==> config.mk <==
export PLATFORM = sky130hd
export DESIGN_NAME = slot_mask_expander
export DESIGN_NICKNAME = d
export VERILOG_FILES = /design/src/rtl/slot_mask_expander.sv
export SDC_FILE = /design/constraint.sdc
export NUM_CORES = 1
export LEC_CHECK = 0
export ABC_CLOCK_PERIOD_IN_PS = 1500
export BUFFER_PORTS_ARGS = -buffer_cell sky130_fd_sc_hd__buf_2
export CELL_PAD_IN_SITES_DETAIL_PLACEMENT = 1
export CELL_PAD_IN_SITES_GLOBAL_PLACEMENT = 2
export CORE_MARGIN = 3
export CORE_UTILIZATION = 32
export DETAILED_ROUTE_END_ITERATION = 8
export GPL_ROUTABILITY_DRIVEN = 0
export PLACE_DENSITY_LB_ADDON = 0.1
export SLEW_MARGIN = 10
export SYNTH_ARGS = -nofsm -noshare
export SYNTH_HDL_FRONTEND = slang
export SYNTH_SLANG_ARGS = --single-unit
==> constraint.sdc <==
create_clock -name clk -period 1.5 [get_ports clk]
set_input_delay 0.3 -clock clk [delete_from_list [all_inputs] [get_ports clk]]
set_output_delay 0.3 -clock clk [all_outputs]
set_load 0.01 [all_outputs]
==> src/rtl/slot_mask_expander.sv <==
module slot_mask_expander #(
  parameter int OP_W = 32,
  parameter logic [OP_W-1:0] NOP_VAL = '0,
  localparam int SLOTS = 8,
  localparam int CNT_W = $clog2(SLOTS + 1)
) (
  input  logic                  clk,
  input  logic                  rst_n,
  input  logic                  in_valid,
  output logic                  in_ready,
  input  logic [SLOTS-1:0]      in_mask,
  input  logic [SLOTS*OP_W-1:0] in_ops,
  output logic                  out_valid,
  input  logic                  out_ready,
  output logic [SLOTS*OP_W-1:0] out_slots,
  output logic [CNT_W-1:0]      out_used
);

  function automatic logic [CNT_W-1:0] ones(input logic [SLOTS-1:0] v);
    logic [CNT_W-1:0] n;
    n = '0;
    for (int i = 0; i < SLOTS; i++) n = n + CNT_W'(v[i]);
    return n;
  endfunction

  logic                  take;
  logic [SLOTS*OP_W-1:0] bundle;

  assign in_ready = !out_valid || out_ready;
  assign take     = in_valid && in_ready;

  for (genvar s = 0; s < SLOTS; s++) begin : g_slot
    localparam logic [SLOTS-1:0] LEFT = ~({SLOTS{1'b1}} >> s);
    logic [CNT_W-1:0] pick;
    assign pick = ones(in_mask & LEFT);
    assign bundle[s*OP_W +: OP_W] =
      in_mask[SLOTS-1-s] ? in_ops[int'(pick)*OP_W +: OP_W] : NOP_VAL;
  end

  always_ff @(posedge clk or negedge rst_n) begin
    if (!rst_n) begin
      out_valid <= 1'b0;
      out_slots <= {SLOTS{NOP_VAL}};
      out_used  <= '0;
    end else if (take) begin
      out_valid <= 1'b1;
      out_slots <= bundle;
      out_used  <= ones(in_mask);
    end else if (out_ready) begin
      out_valid <= 1'b0;
    end
  end

endmodule

==> run summary <==
final hold slack: 0.0881 ns
crit path launch type: input port
post-route minimum period: 3.14 ns
Post-DP HPWL: 69200 µm
pwr dens: 1360 nW/µm²
Vias: 18100
clock power share: 22.4%
Placed Area: 25500 µm²
Max Fclk: 318 MHz
Pint: 24.5 mW
run status: finished with violations
Worst Clk Skew: 0.0137 ns
multi-input logic area: 12700 µm²
Port Buffers: 529
share of layout cells above drive strength 1: 58.0%
vias in the first global route: 19000
top cell type's share of synthesized area: 33.5%
Post-Syn Nets: 1769
H-Tree Depth: 2
CTS Buffer Depth: 3
final worst-path cycle share: 209%
sum of negative setup slack: -205.72 ns
CP Max Fanout: 8
Hold Vio Cnt, Final: 0
syn avg cell area: 13.2 µm²
clk_lat worst skew: 0.55 ns
IO Count: 530
routed wire length: 96800 µm
final setup margin: -1.64 ns
Finished Cell Area: 28200 µm²
Crit path required time: 1.95 ns
grt total ovfl: 0
violated checks: setup timing
initial core utilization: 32.7%
die footprint: 63900 µm²
num rows: 89
first-pass GRT wire length: 139000 µm
Cell variety after synth: 30
Non-Filler Instances: 2970
Yosys reg bits: 261
Worst-path clk slew: 0.06 ns
unrepaired setup endpoints after global routing: yes
antenna violations before repair: 14
# fillers: 6162
CTS root buffer: clkbuf_16
post-route core utilization: 47.2%
P_sw: 13.8 mW
Final #Nets: 2464
routed length per instance: 32.6 µm
sequential cell area: 6540 µm²
Mapped Area: 19500 µm²
CORE AREA: 59700 µm²
max_slew headroom: 54.0%
Inserted Clock Buffers: 36
Seq/Total Area, Yosys: 33.5%
Seq pwr share: 24.9%
fin. max-slew vios: 0
Die W: 253 µm
cells after synthesis: 1475
Sinks on Clock Net: 261
vias per cell: 6.10
Synth area leaders: dfrtp_1, mux4_2, mux2i_1
Final ANT Viol Nets: 0
Comb pwr share: 52.8%
sw frac: 36.1%
cell taking the most area after synthesis: dfrtp_1
critical path type: in2reg
Max Cap Violations: 0
number of iterations in the first detailed-routing pass: 5
Area Growth Syn to Fin: 44.5%
CTS tree: built
critical path arrival: 3.59 ns
CP Capture Type: register
peak supply drop: 0.907 mV
Least-Margin Pin Slew: 0.690 ns
number of DRC markers in iteration 0: 1399
P_leak: 13.1 nW
HP Class: in2reg
DRC: 0
Die Ht: 253 µm
Final setup viols: 166
largest net degree at the start of global routing: 51
Post-Place Cells: 2849
Synth Warn #: 0
total track usage: 29.6%
-- layout make-up --
type / instances / share of cell area, %
Multi-Input combinational cell: 1028 / 45.1
Clock buffer: 54 / 3.73
Antenna cell: 8 / 0.0711
Tap cell: 773 / 3.43
Clock inverter: 3 / 0.231
Timing Repair Buffer: 822 / 23.9
Inverter: 21 / 0.289
Sequential cell: 261 / 23.2
-- state kept, by name (all words and copies together), names as in the netlist --
name / cells
out_slots: 256
out_used: 4
out_valid: 1
-- worst max-delay path: stages --
cell	delay, ns
buf_8	0.11
buf_6	0.12
fa_1	0.56
fa_1	0.43
ha_2	0.21
fa_4	0.80
buf_12	0.15
buf_16	0.17
buf_8	0.13
mux2i_1	0.22
a22oi_1	0.13
a32o_1	0.25
-- logic make-up after synthesis --
family / count (synthesis) / synth area share [%]
AND/OR/NAND/NOR: 151 / 3.06
flip-flops: 261 / 33.5
buffers and inverters: 186 / 4.73
XOR/XNOR: 3 / 0.135
adder cells (fa/ha/maj): 26 / 2.17
multiplexers: 509 / 42.8
AO/OA/AOI/OAI: 339 / 13.7
-- final timing paths --
check	depth (start not counted)	from	slack (ns)	end
max	12	in_mask[3]	-1.64	out_slots[224]
max reg2reg	6	out_valid	-0.03	out_slots[229]
max in group asynchronous	4	rst_n	0.57	out_slots[218]
min reg2reg	2	out_slots[48]	0.47	out_slots[48]
min in group asynchronous	2	rst_n	0.20	out_slots[24]
min	3	in_ops[9]	0.09	out_slots[9]
-- power by group through the flow --
stage | Combinational, mW | Clock (mW) | Sequential (mW)
after global routing | 21.3 | 9.08 | 9.63
after floorplan | 10.6 | 0 | 9.75
after global placement | 17.1 | 0 | 9.61
final | 20.2 | 8.58 | 9.53
after CTS | 19.6 | 8.78 | 9.52
after detailed placement | 17.4 | 0 | 9.60
-- through the flow --
| stage | setup slack [ns] | total power [mW] |
|---|---|---|
| 2_1_floorplan | -1.66 | 20.4 |
| 3_3_place_gp | -2.20 | 26.7 |
| 3_5_place_dp | -2.24 | 27.0 |
| 4_1_cts | -1.61 | 37.9 |
| 5_1_grt | -1.68 | 40.0 |
| 6_report | -1.64 | 38.3 |
-- per-layer routing --
metal  share of wire (%)  wire length, µm  vias up  track usage (%)
met5               0.071               69        -                0
met4                 3.2             3080       10             9.56
met3                 7.4             7180      176             5.73
met2                  48            46500      900             48.4
met1                  41            40000     9619             40.0
li1                    -                -     7411                -
-- synth_stat cells --
| library cell | number |
|---|---|
| a2111oi_0 | 6 |
| buf_1 | 21 |
| xnor2_1 | 1 |
| buf_6 | 3 |
| a311oi_1 | 3 |
| xor2_1 | 2 |
| a22o_1 | 157 |
| a31oi_1 | 3 |
| o21ai_0 | 37 |
| nand2b_1 | 2 |
| a32o_1 | 35 |
| buf_12 | 9 |
| nor2b_1 | 7 |
| nor2_1 | 6 |
| dfrtp_1 | 261 |
| o31ai_1 | 32 |
| and3_1 | 1 |
| clkbuf_1 | 87 |
| mux4_2 | 250 |
| a22oi_1 | 32 |
| nand2_1 | 133 |
| a21oi_1 | 33 |
| fa_1 | 13 |
| and2_1 | 2 |
| ha_1 | 13 |
| mux2_2 | 93 |
| o2111ai_1 | 1 |
| inv_1 | 21 |
| buf_2 | 45 |
| mux2i_1 | 166 |
-- repair_timing --
| action | CTS | global route |
|---|---|---|
| setup buffers | 27 | 9 |
| setup endpoints to repair | 224 | 210 |
| cloned | 18 | 6 |
| hold buffers | 1 | 0 |
| pin swaps | 33 | 32 |
| hold endpoints to repair | 248 | 0 |
| resized for setup | 105 | 52 |
-- placed cells by master (no fill, tap or decap), types with 6 or more instances in the layout --
cell type  netlist  routed
mux2i_1        166     159
nor2b_1          7       6
inv_1           21      14
buf_4            0     147
clkbuf_16        0      43
buf_2           45     518
a21oi_1         33      32
inv_2            0       6
nand2_1        133     132
buf_12           9      84
buf_8            0      18
mux2_4           0      85
a22oi_1         32      30
mux4_2         250     250
mux2_2          93       8
clkbuf_1        87      11
o21ai_0         37      32
nor2_4           0       6
dfrtp_1        261     257
ha_1            13       6
clkbuf_8         0       6
o31ai_1         32      29
diode_2          0       8
buf_6            3      23
a32o_1          35      34
buf_16           0      23
a22o_1         157     157
No activity file was read; power rests on OpenSTA's default activity.
